**config.mk**
```make
export PLATFORM = sky130hd
export DESIGN_NAME = dma_xfer_engine
export DESIGN_NICKNAME = d
export VERILOG_FILES = /design/src/rtl/dma_pkg.sv /design/src/rtl/dma_plan.sv /design/src/rtl/dma_seq.sv /design/src/rtl/dma_portmux.sv /design/src/rtl/dma_xfer_engine.sv
export SDC_FILE = /design/constraint.sdc
export NUM_CORES = 1
export LEC_CHECK = 0
export ABC_AREA = 1
export BUFFER_PORTS_ARGS = -buffer_cell sky130_fd_sc_hd__buf_4
export CAP_MARGIN = 20
export CORE_AREA = 3 3 164 166
export DETAILED_ROUTE_END_ITERATION = 10
export DIE_AREA = 0 0 167 169
export PLACE_DENSITY_LB_ADDON = 0.12
export SETUP_SLACK_MARGIN = 0.15
export SLEW_MARGIN = 20
export SYNTH_ARGS = -nofsm -noshare
export SYNTH_HDL_FRONTEND = slang
export SYNTH_SLANG_ARGS = --single-unit
```
**constraint.sdc**
```tcl
create_clock -name clk -period 5.04 [get_ports clk]
set_input_delay 1.008 -clock clk [delete_from_list [all_inputs] [get_ports clk]]
set_output_delay 1.008 -clock clk [all_outputs]
set_load 0.01 [all_outputs]
```
**src/rtl/dma_pkg.sv**
```systemverilog
package dma_pkg;
  typedef enum logic [1:0] {ST_IDLE, ST_MEM, ST_IO, ST_DONE} dma_state_e;
  typedef enum logic [1:0] {PK_MEM, PK_IO, PK_REJECT} plan_kind_e;
endpackage

```
**src/rtl/dma_plan.sv**
```systemverilog
module dma_plan
  import dma_pkg::*;
#(
  parameter int ADDR_W = 22,
  parameter int CNT_W = 16,
  parameter int NARROW_W = 18,
  parameter bit WIDE = 1'b0,
  parameter logic [31:0] IOPG_BASE = 32'h003F_E000
) (
  input  logic [ADDR_W-1:0] start_addr,
  input  logic [CNT_W-1:0]  start_count,
  input  logic              word_mode,
  input  logic              map_en,
  input  logic [ADDR_W:0]   mem_size,
  output plan_kind_e        p_kind,
  output logic [ADDR_W:0]   p_first,
  output logic [ADDR_W:0]   p_lim,
  output logic [ADDR_W:0]   p_stop
);
  localparam int LIM_W = ADDR_W + 1;
  localparam int BUS_W = WIDE ? ADDR_W : NARROW_W;

  // keep only the bus-width bits of an address
  function automatic logic [LIM_W-1:0] bus_trim(input logic [ADDR_W-1:0] a);
    logic [LIM_W-1:0] m;
    m = '0;
    m[BUS_W-1:0] = a[BUS_W-1:0];
    return m;
  endfunction

  function automatic logic [LIM_W-1:0] align(input logic [LIM_W-1:0] a, input logic w);
    logic [LIM_W-1:0] r;
    r = a;
    if (w) r[0] = 1'b0;
    return r;
  endfunction

  function automatic logic [LIM_W-1:0] span(input logic [CNT_W-1:0] c, input logic w);
    logic [LIM_W-1:0] s;
    s = LIM_W'(c);
    if (w) s[0] = 1'b0;
    return s;
  endfunction

  logic              io_hit;
  logic [LIM_W-1:0]  base;
  logic [LIM_W-1:0]  lim;

  always_comb begin
    io_hit  = start_addr >= ADDR_W'(IOPG_BASE);
    base    = align(bus_trim(start_addr), word_mode);
    lim     = base + span(start_count, word_mode);
    p_kind  = PK_MEM;
    p_first = base;
    p_lim   = lim;
    p_stop  = lim;
    if (io_hit) begin
      p_first = {1'b0, start_addr};
      if (word_mode && (start_addr[0] || start_count[0])) p_kind = PK_REJECT;
      else p_kind = PK_IO;
    end else if (!map_en) begin
      if (lim < mem_size)       p_stop = lim;
      else if (base < mem_size) p_stop = mem_size;
      else                      p_kind = PK_REJECT;
    end
  end
endmodule

```
**src/rtl/dma_seq.sv**
```systemverilog
module dma_seq
  import dma_pkg::*;
#(
  parameter int ADDR_W = 22,
  parameter int CNT_W = 16
) (
  input  logic              clk,
  input  logic              rst_n,
  input  logic              start,
  input  plan_kind_e        p_kind,
  input  logic [ADDR_W:0]   p_first,
  input  logic [ADDR_W:0]   p_lim,
  input  logic [ADDR_W:0]   p_stop,
  input  logic [CNT_W-1:0]  start_count,
  input  logic              word_in,
  input  logic              map_in,
  input  logic              dir_in,
  input  logic              ev_end,
  input  logic              ev_fault,
  input  logic              ev_rb_fail,
  output dma_state_e        state,
  output logic [ADDR_W:0]   cur,
  output logic [ADDR_W:0]   stop,
  output logic [CNT_W-1:0]  rem,
  output logic              word,
  output logic              mapped,
  output logic              dir,
  output logic [CNT_W-1:0]  residual
);
  localparam int LIM_W = ADDR_W + 1;

  logic [LIM_W-1:0] lim;

  function automatic logic [CNT_W-1:0] gap(input logic [LIM_W-1:0] hi, input logic [LIM_W-1:0] lo);
    logic [LIM_W-1:0] d;
    d = hi - lo;
    return d[CNT_W-1:0];
  endfunction

  function automatic logic [LIM_W-1:0] stride(input logic w);
    return w ? LIM_W'(2) : LIM_W'(1);
  endfunction

  always_ff @(posedge clk) begin
    if (!rst_n) begin
      state    <= ST_IDLE;
      cur      <= '0;
      lim      <= '0;
      stop     <= '0;
      rem      <= '0;
      word     <= 1'b0;
      mapped   <= 1'b0;
      dir      <= 1'b0;
      residual <= '0;
    end else begin
      unique case (state)
        ST_IDLE: if (start) begin
          cur    <= p_first;
          lim    <= p_lim;
          stop   <= p_stop;
          rem    <= start_count;
          word   <= word_in;
          mapped <= map_in;
          dir    <= dir_in;
          unique case (p_kind)
            PK_REJECT: begin residual <= start_count; state <= ST_DONE; end
            PK_IO:     state <= ST_IO;
            default:   state <= ST_MEM;
          endcase
        end
        ST_MEM: begin
          if (ev_end) begin
            residual <= gap(lim, stop);
            state    <= ST_DONE;
          end else if (ev_fault) begin
            residual <= gap(lim, cur);
            state    <= ST_DONE;
          end else begin
            cur <= cur + stride(word);
          end
        end
        ST_IO: begin
          if (ev_end) begin
            residual <= '0;
            state    <= ST_DONE;
          end else if (ev_rb_fail) begin
            residual <= rem;
            state    <= ST_DONE;
          end else begin
            cur <= cur + stride(word);
            rem <= rem - (word ? CNT_W'(2) : CNT_W'(1));
          end
        end
        default: state <= ST_IDLE;
      endcase
    end
  end
endmodule

```
**src/rtl/dma_portmux.sv**
```systemverilog
module dma_portmux
  import dma_pkg::*;
#(
  parameter int ADDR_W = 22,
  parameter int CNT_W = 16
) (
  input  dma_state_e        state,
  input  logic [ADDR_W:0]   cur,
  input  logic [ADDR_W:0]   stop,
  input  logic [CNT_W-1:0]  rem,
  input  logic              word,
  input  logic              mapped,
  input  logic              dir,
  input  logic [ADDR_W:0]   mem_size,
  input  logic [ADDR_W-1:0] xlat_pa,
  input  logic [15:0]       mem_rdata,
  input  logic [15:0]       rb_rdata,
  input  logic              rb_err,
  input  logic [15:0]       st_in_data,
  output logic [ADDR_W-1:0] xlat_addr,
  output logic              mem_req,
  output logic              mem_we,
  output logic              mem_byte,
  output logic [ADDR_W-1:0] mem_addr,
  output logic [15:0]       mem_wdata,
  output logic              rb_req,
  output logic              rb_we,
  output logic              rb_byte,
  output logic [ADDR_W-1:0] rb_addr,
  output logic [15:0]       rb_wdata,
  output logic              st_out_valid,
  output logic [15:0]       st_out_data,
  output logic              st_in_take,
  output logic              ev_end,
  output logic              ev_fault,
  output logic              ev_rb_fail,
  output logic              ev_access
);
  logic in_mem, in_io;
  logic [15:0] wr_val;
  logic [15:0] io_val;

  always_comb begin
    in_mem     = state == ST_MEM;
    in_io      = state == ST_IO;
    xlat_addr  = cur[ADDR_W-1:0];
    wr_val     = word ? st_in_data : {8'h00, st_in_data[7:0]};
    ev_end     = 1'b0;
    ev_fault   = 1'b0;
    ev_rb_fail = 1'b0;
    if (in_mem) begin
      ev_end   = cur >= stop;
      ev_fault = !ev_end && mapped && ({1'b0, xlat_pa} >= mem_size);
    end else if (in_io) begin
      ev_end     = rem == '0;
      ev_rb_fail = !ev_end && rb_err;
    end
    ev_access = (in_mem || in_io) && !ev_end && !ev_fault && !ev_rb_fail;

    mem_req   = in_mem && ev_access;
    mem_we    = dir;
    mem_byte  = !word;
    mem_addr  = mapped ? xlat_pa : cur[ADDR_W-1:0];
    mem_wdata = wr_val;

    rb_req   = in_io && !ev_end;
    rb_we    = dir;
    rb_byte  = !word && dir;
    rb_addr  = cur[ADDR_W-1:0];
    if (!dir) rb_addr[0] = 1'b0;
    rb_wdata = wr_val;

    if (word)        io_val = rb_rdata;
    else if (cur[0]) io_val = {8'h00, rb_rdata[15:8]};
    else             io_val = {8'h00, rb_rdata[7:0]};

    st_out_valid = ev_access && !dir;
    st_out_data  = in_io ? io_val : (word ? mem_rdata : {8'h00, mem_rdata[7:0]});
    st_in_take   = ev_access && dir;
  end
endmodule

```
**src/rtl/dma_xfer_engine.sv**
```systemverilog
module dma_xfer_engine
  import dma_pkg::*;
#(
  parameter int ADDR_W = 22,
  parameter int CNT_W = 16,
  parameter int NARROW_W = 18,
  parameter bit WIDE = 1'b0,
  parameter logic [31:0] IOPG_BASE = 32'h003F_E000
) (
  input  logic              clk,
  input  logic              rst_n,
  input  logic              start,
  input  logic [ADDR_W-1:0] start_addr,
  input  logic [CNT_W-1:0]  start_count,
  input  logic              dir_wr,
  input  logic              word_mode,
  input  logic              map_en,
  input  logic [ADDR_W:0]   mem_size,
  output logic              busy,
  output logic              done,
  output logic [CNT_W-1:0]  residual,
  output logic [ADDR_W-1:0] xlat_addr,
  input  logic [ADDR_W-1:0] xlat_pa,
  output logic              mem_req,
  output logic              mem_we,
  output logic              mem_byte,
  output logic [ADDR_W-1:0] mem_addr,
  output logic [15:0]       mem_wdata,
  input  logic [15:0]       mem_rdata,
  output logic              rb_req,
  output logic              rb_we,
  output logic              rb_byte,
  output logic [ADDR_W-1:0] rb_addr,
  output logic [15:0]       rb_wdata,
  input  logic [15:0]       rb_rdata,
  input  logic              rb_err,
  output logic              st_out_valid,
  output logic [15:0]       st_out_data,
  output logic              st_in_take,
  input  logic [15:0]       st_in_data
);
  plan_kind_e        p_kind;
  logic [ADDR_W:0]   p_first, p_lim, p_stop;
  dma_state_e        state;
  logic [ADDR_W:0]   cur, stop;
  logic [CNT_W-1:0]  rem;
  logic              word, mapped, dir;
  logic              ev_end, ev_fault, ev_rb_fail, ev_access;

  dma_plan #(.ADDR_W(ADDR_W), .CNT_W(CNT_W), .NARROW_W(NARROW_W), .WIDE(WIDE),
             .IOPG_BASE(IOPG_BASE)) u_plan (
    .start_addr(start_addr), .start_count(start_count), .word_mode(word_mode),
    .map_en(map_en), .mem_size(mem_size), .p_kind(p_kind), .p_first(p_first),
    .p_lim(p_lim), .p_stop(p_stop));

  dma_seq #(.ADDR_W(ADDR_W), .CNT_W(CNT_W)) u_seq (
    .clk(clk), .rst_n(rst_n), .start(start), .p_kind(p_kind), .p_first(p_first),
    .p_lim(p_lim), .p_stop(p_stop), .start_count(start_count), .word_in(word_mode),
    .map_in(map_en), .dir_in(dir_wr), .ev_end(ev_end), .ev_fault(ev_fault),
    .ev_rb_fail(ev_rb_fail), .state(state), .cur(cur), .stop(stop), .rem(rem),
    .word(word), .mapped(mapped), .dir(dir), .residual(residual));

  dma_portmux #(.ADDR_W(ADDR_W), .CNT_W(CNT_W)) u_mux (
    .state(state), .cur(cur), .stop(stop), .rem(rem), .word(word), .mapped(mapped),
    .dir(dir), .mem_size(mem_size), .xlat_pa(xlat_pa), .mem_rdata(mem_rdata),
    .rb_rdata(rb_rdata), .rb_err(rb_err), .st_in_data(st_in_data),
    .xlat_addr(xlat_addr), .mem_req(mem_req), .mem_we(mem_we), .mem_byte(mem_byte),
    .mem_addr(mem_addr), .mem_wdata(mem_wdata), .rb_req(rb_req), .rb_we(rb_we),
    .rb_byte(rb_byte), .rb_addr(rb_addr), .rb_wdata(rb_wdata),
    .st_out_valid(st_out_valid), .st_out_data(st_out_data), .st_in_take(st_in_take),
    .ev_end(ev_end), .ev_fault(ev_fault), .ev_rb_fail(ev_rb_fail), .ev_access(ev_access));

  assign busy = state != ST_IDLE;
  assign done = state == ST_DONE;
endmodule

```
==> results.md, run 1 <==
Timing:
- Setup repair after global routing left no endpoint under its margin.
- The worst path uses 90.45% of the clock period.
- Counting I/O delays and the setup requirement, the final critical path takes 4559 ps.
- Static timing analysis puts the maximum clock frequency at 219.4 MHz.
- The final setup skew is 12.97 ps.
- The relative slew slack is 46.38%.
- The slew at the pin closest to its max-slew limit is 804.4 ps.
- The minimum hold slack is 456.7 ps.
- The final number of max-transition violations is 0.
- The hold violation total from the final report was 0.
- The accumulated negative setup slack is 0 ps.
- The total setup violations reported at the end of the flow is 0.

Die:
- For this configuration, the core starts out at a cell density of 39.56%.
- The floorplan step defined a die boundary enclosing 0.02822 mm^2.
- The area of the core region is 0.02576 mm^2.
- The number of I/O pins is 278.
- The die is 169 um tall.
- The horizontal extent of the die is 167 um.
- The floorplan row count is 59.

Power and ir drop:
- The worst IR drop on VDD is 0.3346 mV.
- The standby leakage power is 6.207 nW.
- The clock share of power is 10.4%.
- Per report_power, the sequential group accounts for 18.2% of the total.
- For this design the total switching power over the nets is 3.797 mW.
- The internal power of the cells is 3.214 mW.
- The combinational power share is 71.4%.
- After layout, the design draws a total of 7.010 mW.
- The power per standard cell area is 568.7 mW/mm^2.
- Net switching is 54.16% of the power.

CTS:
- TritonCTS built the clock tree.
- In this run the number of H-tree levels came out at 3.
- The maximum root-to-sink buffer count is 2.
- Clock latency on the worst-skew pair, taken at its later pin, is 370 ps.
- For this design, the sink count on the clock tree is 99.
- The number of clock buffers inserted by TritonCTS is 9.
- The clock tree root buffer cell is sky130_fd_sc_hd__clkbuf_16.
- The clock transition at the register clock pins on the worst setup and hold paths after CTS is 80 ps.

Setup path:
- STA classifies the critical path endpoint as an output pin.
- In this design, the stage delay of the slowest critical-path cell is 400 ps.
- The endpoint of the worst-slack reg-to-reg timing path is u_seq.residual[13].
- The worst register-to-register path begins at u_seq.cur[17].
- The critical path launch point is mem_size[2].
- The startpoint type of the worst setup path is an input pin.
- The worst path arrival time is 3550 ps.
- The maximum fanout encountered on the critical timing path is 3.
- The cell count of the worst reg-to-reg path is 23.
- The critical path class is input pin to output pin.
- The worst-path cell with the longest stage delay is sky130_fd_sc_hd__nand4_1.
- The register-to-register setup slack is 500 ps.
- Traced cell by cell, the critical path runs through buf_4 -> inv_1 -> ha_1 -> a21oi_1 -> o21ai_0 -> a21o_1 -> nand3_1 -> nand4_1 -> nand3_1 -> nand4_1 -> nor2_1 -> buf_4.
- The data required time at the worst endpoint is 4030 ps.

Yosys:
- The number of warnings printed during yosys synthesis is 0.
- The count of flip-flops with a built-in enable after synthesis is 0.
- The synthesized design contains 99 register bits.
- sky130_fd_sc_hd__nand2_1 is the most common cell in the netlist.
- The biggest area consumer among synthesized cells is sky130_fd_sc_hd__dfxtp_1.
- The cell count after synthesis is 1608.
- Averaged over all synthesized cells, the footprint is 6.338 um^2.
- Sorting the synthesized cells by how often they occur yields sky130_fd_sc_hd__nand2_1, sky130_fd_sc_hd__inv_1, sky130_fd_sc_hd__o21ai_0.
- Sequential elements use 19.45% of the synthesized area.
- The top flip-flop cell by instance count after synthesis is sky130_fd_sc_hd__dfxtp_1.
- The count of distinct cell types in the synthesized netlist is 50.
- The top cell type by area accounts for 19.45% of the synthesized area.
- After synthesis, the share of flip-flops with an asynchronous set or reset is 0%.
- The number of nets handed over by synthesis was 1870.
- After synthesis, the cell types taking the most area are sky130_fd_sc_hd__dfxtp_1, sky130_fd_sc_hd__ha_1, sky130_fd_sc_hd__nand2_1, sky130_fd_sc_hd__o21ai_0, sky130_fd_sc_hd__inv_1.
- The mapped netlist covers 0.01019 mm^2.

Placed design:
- The detailed placement HPWL is 34270 um.
- The post-detailed-placement cell area is 0.01203 mm^2.
- The count of buffers from port buffering is 253.
- The placer congestion estimate is 0.9448.

Detailed routing:
- In the final routed layout, each cell accounts on average for 19.58 um.
- The total routed wirelength is 41610 um.
- The count of unresolved DRC violations after routing is 0.
- In the routed layout, each cell is associated on average with a via count of 5.363.
- The detailed router's first-iteration violation count is 1135.
- The total vias in the final route is 11396.
- The count of TritonRoute iterations in the first routing pass is 6.
- Once detail routing completed, the nets flagged for antenna violations numbered 0.

Finish:
- Of the cells placed in the final design, the portion with a size suffix greater than 1 is 19.50%.
- The antenna diode count is 0.
- The area growth from synthesis to layout is 20.94%.
- The final layout contains 2047 nets.
- The post-route standard cell area excluding fillers is 0.01233 mm^2.

Min path:
- The number of cells on the worst hold path is 2.
- The min-delay analysis places its worst path in the category flip-flop to flip-flop.
- The worst hold path begins at u_seq.stop[20].
- The path with the worst hold slack has its endpoint at u_seq.stop[20].

Run:
- Across the run, the number of max-cap violations was 0.

Outcome:
- The flow ran to the end, and the final reports show no timing, DRC or antenna violations.

Global route:
- The initial antenna violation count was 0.
- The via count of the first global-routing pass is 10422.
- Entering global routing, the biggest net connects 71 pins.
- The residual overflow from global routing is 0.
- The first global-routing pass estimated 62330 um of wire.
- Global routing consumed, over all layers together, 28.52% of the routing resources.
==> layer usage <==
layer | wire [um] | vias up | global-route usage [%]
met1 | 19110 | 5242 | 41.73
li1 | - | 5613 | -
met4 | 643 | 0 | 5.416
met2 | 18510 | 508 | 45.27
met3 | 3354 | 33 | 3.690
met5 | 0 | - | 0
==> logic make-up (layout without fill, tap and decap cells) <==
logic type               count (synthesis)  in the layout  synth area share (%)
flip-flops                              99             99                 19.45
XOR/XNOR                                30             30                 2.578
AO/OA/AOI/OAI                          402            402                 21.18
buffers and inverters                  339            521                 15.27
adder cells (fa/ha/maj)                124            124                 15.52
multiplexers                             3              3                0.3314
AND/OR/NAND/NOR                        611            611                 25.68
==> state kept, by name, summed over array words and instances (netlist names) <==
| register | flops |
|---|---|
| u_seq.cur | 23 |
| u_seq.stop | 23 |
| u_seq.lim | 16 |
| u_seq.rem | 16 |
| u_seq.residual | 16 |
| u_seq.state | 2 |
| u_seq.dir | 1 |
| u_seq.mapped | 1 |
| u_seq.word | 1 |
==> through the flow <==
step	util, %	setup WS, ps	instances
2_1_floorplan	-	631.1	1608
4_1_cts	47.81	374.2	2125
5_1_grt	47.85	154.8	2125
6_report	47.85	481.4	2125
3_5_place_dp	46.70	2.581	2109
3_3_place_gp	46.70	100.0	2109
==> power groups by stage <==
stage               clock network, mW  registers, mW  logic, mW
finish                          0.726           1.28       5.01
global route                    0.759           1.30       5.58
CTS                             0.734           1.27       4.97
detailed placement                  0           1.28       4.94
global placement                    0           1.28       4.91
floorplan                           0           1.28       3.29
==> area by class of cell <==
| type | instances | area (um^2) |
|---|---|---|
| clock inverters | 6 | 47.55 |
| flip-flops and latches | 99 | 1984 |
| fillers | 2699 | 13440 |
| well taps | 335 | 419.2 |
| clock buffers | 10 | 239.0 |
| inverters | 218 | 820.8 |
| multi-input cells | 1170 | 6661 |
| repair buffers | 287 | 2155 |
==> worst max path at each step <==
stage                         end  slack [ps]  cells after the start
6_report                  mem_req         480                     12
2_1_floorplan      u_seq.stop[16]         630                     27
4_1_cts             u_seq.stop[6]         370                     30
3_5_place_dp        u_seq.stop[6]           3                     30
5_1_grt        u_seq.residual[12]         150                     28
3_3_place_gp        u_seq.stop[6]         100                     30
==> worst max-delay path, delay by kind of cell <==
kind                     cells  cell delay (ps)
AND/OR/NAND/NOR              5             1270
AO/OA/AOI/OAI                3              500
buffers and inverters        3              460
adder cells (fa/ha/maj)      1              300
==> layout by cell type, fill, tap and decap left out, types with 4 or more instances in the layout <==
| master | count |
|---|---|
| sky130_fd_sc_hd__a21o_1 | 6 |
| sky130_fd_sc_hd__a21oi_1 | 150 |
| sky130_fd_sc_hd__a31oi_1 | 33 |
| sky130_fd_sc_hd__buf_4 | 287 |
| sky130_fd_sc_hd__clkbuf_16 | 9 |
| sky130_fd_sc_hd__dfxtp_1 | 97 |
| sky130_fd_sc_hd__fa_1 | 4 |
| sky130_fd_sc_hd__ha_1 | 120 |
| sky130_fd_sc_hd__inv_1 | 208 |
| sky130_fd_sc_hd__inv_2 | 7 |
| sky130_fd_sc_hd__nand2_1 | 348 |
| sky130_fd_sc_hd__nand2_2 | 4 |
| sky130_fd_sc_hd__nand3_1 | 69 |
| sky130_fd_sc_hd__nand4_1 | 22 |
| sky130_fd_sc_hd__nor2_1 | 114 |
| sky130_fd_sc_hd__nor2_4 | 4 |
| sky130_fd_sc_hd__nor3_1 | 20 |
| sky130_fd_sc_hd__o211ai_1 | 19 |
| sky130_fd_sc_hd__o21ai_0 | 163 |
| sky130_fd_sc_hd__o21ai_1 | 14 |
| sky130_fd_sc_hd__or2_2 | 13 |
| sky130_fd_sc_hd__xnor2_1 | 7 |
| sky130_fd_sc_hd__xor2_1 | 23 |
==> what timing repair did <==
item / in CTS / in global routing
hold buffers: 0 / 0
buffers inserted: 0 / 0
gates resized for setup: 0 / 6
hold endpoints to repair: 0 / 0
setup endpoints to repair: 0 / 36
Power figures use the tool's default switching activity.
==> inputs of run 2 (changes only) <==
Settings changed: ABC_AREA 1 to not set, CORE_AREA 3 3 164 166 to 3 3 163 165, DIE_AREA 0 0 167 169 to 0 0 166 168.
==> run 2 against run 1 <==
  * The run now ends with setup timing left
  * Sequential share of layout area shrank 1.0 points
  * Sequential cell count is the same
  * Critical path type is now input pin to flip-flop
  * Routed wire length shrank 8.4%
==> results.md, run 2 <==
Detailed routing:
- The count of TritonRoute iterations in the first routing pass was 5 (was 6).
- The final routed wire length divided by cell count is 19.89 um (was 19.58 um).
- The count of unresolved DRC violations after routing is 0 (unchanged).
- The detailed router's first-iteration violation count was 897 (was 1135).
- The number of antenna-violating nets in the routed design is 0 (unchanged).
- The average via count per standard cell is 5.502 (was 5.363).
- The total vias in the final route is 10542 (was 11396).
- The total routed wirelength was 38100 um (was 41610 um).

Finish:
- The number of fillers in the final layout was 2524 (was 2699).
- The number of nets at the end of the flow came to 1843 (was 2047).
- The synthesis-to-layout area growth is 31.16% (was 20.94%).
- The register area is 0.001982 mm^2 (was 0.001984 mm^2).
- The fraction of the core area covered by cells at the end of the flow came to 52.18% (was 47.85%).
- The count of placed standard cells in the final layout, fillers left out is 1916 (was 2125).
- Registers with the highest flip-flop counts: u_seq.cur x23, u_seq.stop x23 (unchanged).
- The fraction of layout cells with a size suffix above 1 is 30.01% (was 19.50%).
- The area of combinational cells with multiple inputs is 0.007122 mm^2 (was 0.006661 mm^2).
- Most frequent cells in the layout: sky130_fd_sc_hd__buf_4, sky130_fd_sc_hd__a21oi_1, sky130_fd_sc_hd__ha_1 (was sky130_fd_sc_hd__nand2_1, sky130_fd_sc_hd__buf_4, sky130_fd_sc_hd__inv_1).
- The most common cell after layout, fill and taps aside is sky130_fd_sc_hd__buf_4 (was sky130_fd_sc_hd__nand2_1).
- The antenna diode count was 0 (unchanged).
- The post-route standard cell area excluding fillers is 0.01314 mm^2 (was 0.01233 mm^2).

Timing:
- The accumulated negative setup slack is -1434 ps (was 0 ps).
- The top achievable clock speed is 194.0 MHz (was 219.4 MHz).
- The minimum hold slack came to 452.6 ps (was 456.7 ps).
- The final number of max-transition violations is 0 (unchanged).
- The total setup violations reported at the end of the flow came to 17 (was 0).
- RSZ-0062 raised after global routing: true (was false).
- The slew at the pin closest to its max-slew limit was 1107 ps (was 804.4 ps).
- The minimum clock period is 5154 ps (was 4559 ps).
- The relative slew slack came to 26.05% (was 46.38%).
- The hold violation total from the final report is 0 (unchanged).
- The final setup skew is 11.58 ps (was 12.97 ps).
- The setup slack after layout is -114.2 ps (was 481.4 ps).
- The portion of the clock cycle consumed by the worst path in the final layout was 102.3% (was 90.45%).

Placed design:
- The worst slack at placement was -546.8 ps (was 2.581 ps).
- The detailed placement HPWL was 29540 um (was 34270 um).
- The placer congestion estimate is 0.9083 (was 0.9448).
- The number of instances in the placed design is 1888 (was 2109).
- The count of buffers from port buffering is 253 (unchanged).
- The post-detailed-placement cell area is 0.01255 mm^2 (was 0.01203 mm^2).

CTS:
- The number of clock buffers inserted by TritonCTS is 9 (unchanged).
- The clock sink count is 99 (unchanged).
- The maximum root-to-sink buffer count came to 2 (unchanged).
- The clock tree from TritonCTS is done (unchanged).
- The cts-stage hold buffer count is 0 (unchanged).
- The number of H-tree branching levels is 3 (unchanged).
- The clock transition at the register clock pins on the worst setup and hold paths after CTS is 80 ps (about the same).
- The clock latency on the worst-skew pair is 370 ps (about the same).
- The clock tree root buffer cell is sky130_fd_sc_hd__clkbuf_16 (unchanged).

Power and ir drop:
- The power per standard cell area is 563.9 mW/mm^2 (was 568.7 mW/mm^2).
- The clock share of power is 10.0% (was 10.4%).
- The internal power of the cells is 3.809 mW (was 3.214 mW).
- The share of total power in sequential cells is 17.3% (was 18.2%).
- The worst IR drop on VDD is 0.5008 mV (was 0.3346 mV).
- The combinational power share is 72.8% (was 71.4%).
- The total chip power is 7.409 mW (was 7.010 mW).
- The standby leakage power is 6.092 nW (was 6.207 nW).
- The power dissipated by switching net loads is 3.600 mW (was 3.797 mW).
- The switching part of the total is 48.60% (was 54.16%).

Global route:
- The via count of the first global-routing pass came to 10028 (was 10422).
- The pin count of the biggest net entering global routing was 60 (was 71).
- The total track usage is 26.02% (was 28.52%).
- The residual overflow from global routing was 0 (unchanged).
- The global-route wire length before repair came to 57930 um (was 62330 um).
- The initial antenna violation count is 0 (unchanged).

Die:
- The die boundary height is 168 um (was 169 um).
- The area of the core region is 0.02518 mm^2 (was 0.02576 mm^2).
- The initial core utilization is 39.78% (was 39.56%).
- The floorplan row count is 58 (was 59).
- The horizontal extent of the die is 166 um (was 167 um).
- The area enclosed by the die boundary is 0.02789 mm^2 (was 0.02822 mm^2).
- The number of I/O pins came to 278 (unchanged).

Yosys:
- The post-synthesis sequential element count came to 99 (unchanged).
- The cell count after synthesis is 1307 (was 1608).
- The number of warnings printed during yosys synthesis came to 0 (unchanged).
- The sequential-to-total area share from yosys stat is 19.79% (was 19.45%).
- The top flip-flop cell by instance count after synthesis is sky130_fd_sc_hd__dfxtp_1 (unchanged).
- The async set-or-reset flop fraction in the synthesized netlist was 0% (unchanged).
- The count of flip-flops with a built-in enable after synthesis is 0 (unchanged).
- The area of the mapped netlist was 0.01002 mm^2 (was 0.01019 mm^2).
- The share of the synthesized area in the top cell type is 19.79% (was 19.45%).
- The biggest area consumer among synthesized cells is sky130_fd_sc_hd__dfxtp_1 (unchanged).
- Top post-synthesis cells by count: sky130_fd_sc_hd__a21oi_1, sky130_fd_sc_hd__ha_1, sky130_fd_sc_hd__nor2_1 (was sky130_fd_sc_hd__nand2_1, sky130_fd_sc_hd__inv_1, sky130_fd_sc_hd__o21ai_0).
- The synthesized netlist net count is 1569 (was 1870).
- The average size of a mapped cell was 7.664 um^2 (was 6.338 um^2).
- The count of distinct cell types in the synthesized netlist is 79 (was 50).
- The cell with the most instances after synthesis is sky130_fd_sc_hd__a21oi_1 (was sky130_fd_sc_hd__nand2_1).
- Largest cells by area after synthesis: sky130_fd_sc_hd__dfxtp_1, sky130_fd_sc_hd__ha_1, sky130_fd_sc_hd__a21oi_1, sky130_fd_sc_hd__buf_4, sky130_fd_sc_hd__mux2i_1 (was sky130_fd_sc_hd__dfxtp_1, sky130_fd_sc_hd__ha_1, sky130_fd_sc_hd__nand2_1, sky130_fd_sc_hd__o21ai_0, sky130_fd_sc_hd__inv_1).

Setup path:
- The worst path arrival time was 5440 ps (was 3550 ps).
- The maximum fanout encountered on the critical timing path was 7 (was 3).
- The data required time at the worst endpoint came to 5330 ps (was 4030 ps).
- The type of destination of the critical path is a flip-flop (was output pin).
- The critical path class is input pin to flip-flop (was input pin to output pin).
- The startpoint type of the worst setup path was an input pin (unchanged).

Min path:
- The class of the most critical hold timing path is flip-flop to flip-flop (unchanged).

Run:
- The number of max-capacitance violations reported is 0 (unchanged).

Outcome:
- Run status: finished, violations left (was complete, no violations).
- The checks that failed: setup timing.
-- run 2: changes by cell type in the layout (fill, tap and decap cells not counted), sizes merged, moves of 20 or more --
cell | before | now
nand2b | 0 | 22
mux2i | 0 | 50
inv | 218 | 77
a211oi | 3 | 23
nand3 | 71 | 28
a21oi | 151 | 127
nor2b | 0 | 24
nand2 | 354 | 110
buf | 287 | 390
o21ai | 178 | 80
-- run 2: kinds of logic (layout without fill, tap and decap cells) --
| logic type | Yosys count | in the layout | synth area share (%) |
|---|---|---|---|
| simple gates | 409 | 409 | 20.16 |
| compound gates | 373 | 373 | 23.84 |
| buf+inv | 203 | 482 | 10.45 |
| flops | 99 | 99 | 19.79 |
| fa+ha+maj | 124 | 124 | 15.79 |
| xor+xnor | 27 | 27 | 2.498 |
| mux | 72 | 72 | 7.469 |
-- run 2: cell type report --
| cell class | instances | share of cell area [%] |
|---|---|---|
| timing repair buffer | 391 | 23.17 |
| clock inverter | 7 | 0.5428 |
| multi-input combinational | 1005 | 54.20 |
| inverter | 75 | 2.143 |
| tap | 330 | 3.143 |
| sequential | 99 | 15.08 |
| clock buffer | 9 | 1.714 |
-- run 2: layer usage --
| metal | wire length (um) | track usage, % | vias to the layer above |
|---|---|---|---|
| met5 | 0 | 0 | - |
| met4 | 566 | 5.497 | 0 |
| met3 | 2373 | 3.804 | 40 |
| met2 | 17610 | 42.91 | 377 |
| met1 | 17550 | 36.32 | 4944 |
| li1 | - | - | 5181 |
-- run 2: path summary, 6_finish.rpt --
check | startpoint | endpoint | slack (ps) | cells past startpoint
worst max-delay path | word_mode | u_seq.residual[12] | -110 | 25
worst min-delay path | u_seq.stop[21] | u_seq.stop[21] | 450 | 2
worst max register to register | u_seq.cur[0] | u_seq.residual[14] | 110 | 21
worst min register to register | u_seq.stop[21] | u_seq.stop[21] | 450 | 2
-- run 2: worst max-delay path, stage by stage --
cell	delay [ps]
sky130_fd_sc_hd__buf_12	110
sky130_fd_sc_hd__nor2b_4	130
sky130_fd_sc_hd__ha_4	150
sky130_fd_sc_hd__inv_2	40
sky130_fd_sc_hd__fa_2	370
sky130_fd_sc_hd__nor2b_4	140
sky130_fd_sc_hd__o211ai_1	120
sky130_fd_sc_hd__a21boi_2	220
sky130_fd_sc_hd__o2111ai_2	140
sky130_fd_sc_hd__a211oi_2	330
sky130_fd_sc_hd__or3_1	170
sky130_fd_sc_hd__a21oi_2	60
sky130_fd_sc_hd__xnor2_2	140
sky130_fd_sc_hd__ha_1	290
sky130_fd_sc_hd__nand4_1	110
sky130_fd_sc_hd__nor3_1	180
sky130_fd_sc_hd__o31ai_1	100
sky130_fd_sc_hd__a211o_1	320
sky130_fd_sc_hd__a31oi_4	230
sky130_fd_sc_hd__o41ai_4	130
sky130_fd_sc_hd__a221oi_4	370
sky130_fd_sc_hd__buf_6	190
sky130_fd_sc_hd__buf_12	120
sky130_fd_sc_hd__o211ai_1	100
sky130_fd_sc_hd__a21oi_1	150
-- run 2: what timing repair did --
item,CTS,global route
pin swaps,8,26
resized for setup,13,21
cloned,2,1
setup buffers,4,5
setup endpoints to repair,31,39
-- run 2: power groups by stage --
stage,sequential (mW),combinational [mW],clock [mW]
after CTS,1.27,5.30,0.749
after global routing,1.31,5.88,0.771
final,1.28,5.39,0.739
after detailed placement,1.29,5.16,0
after floorplan,1.31,3.24,0
after global placement,1.29,5.11,0
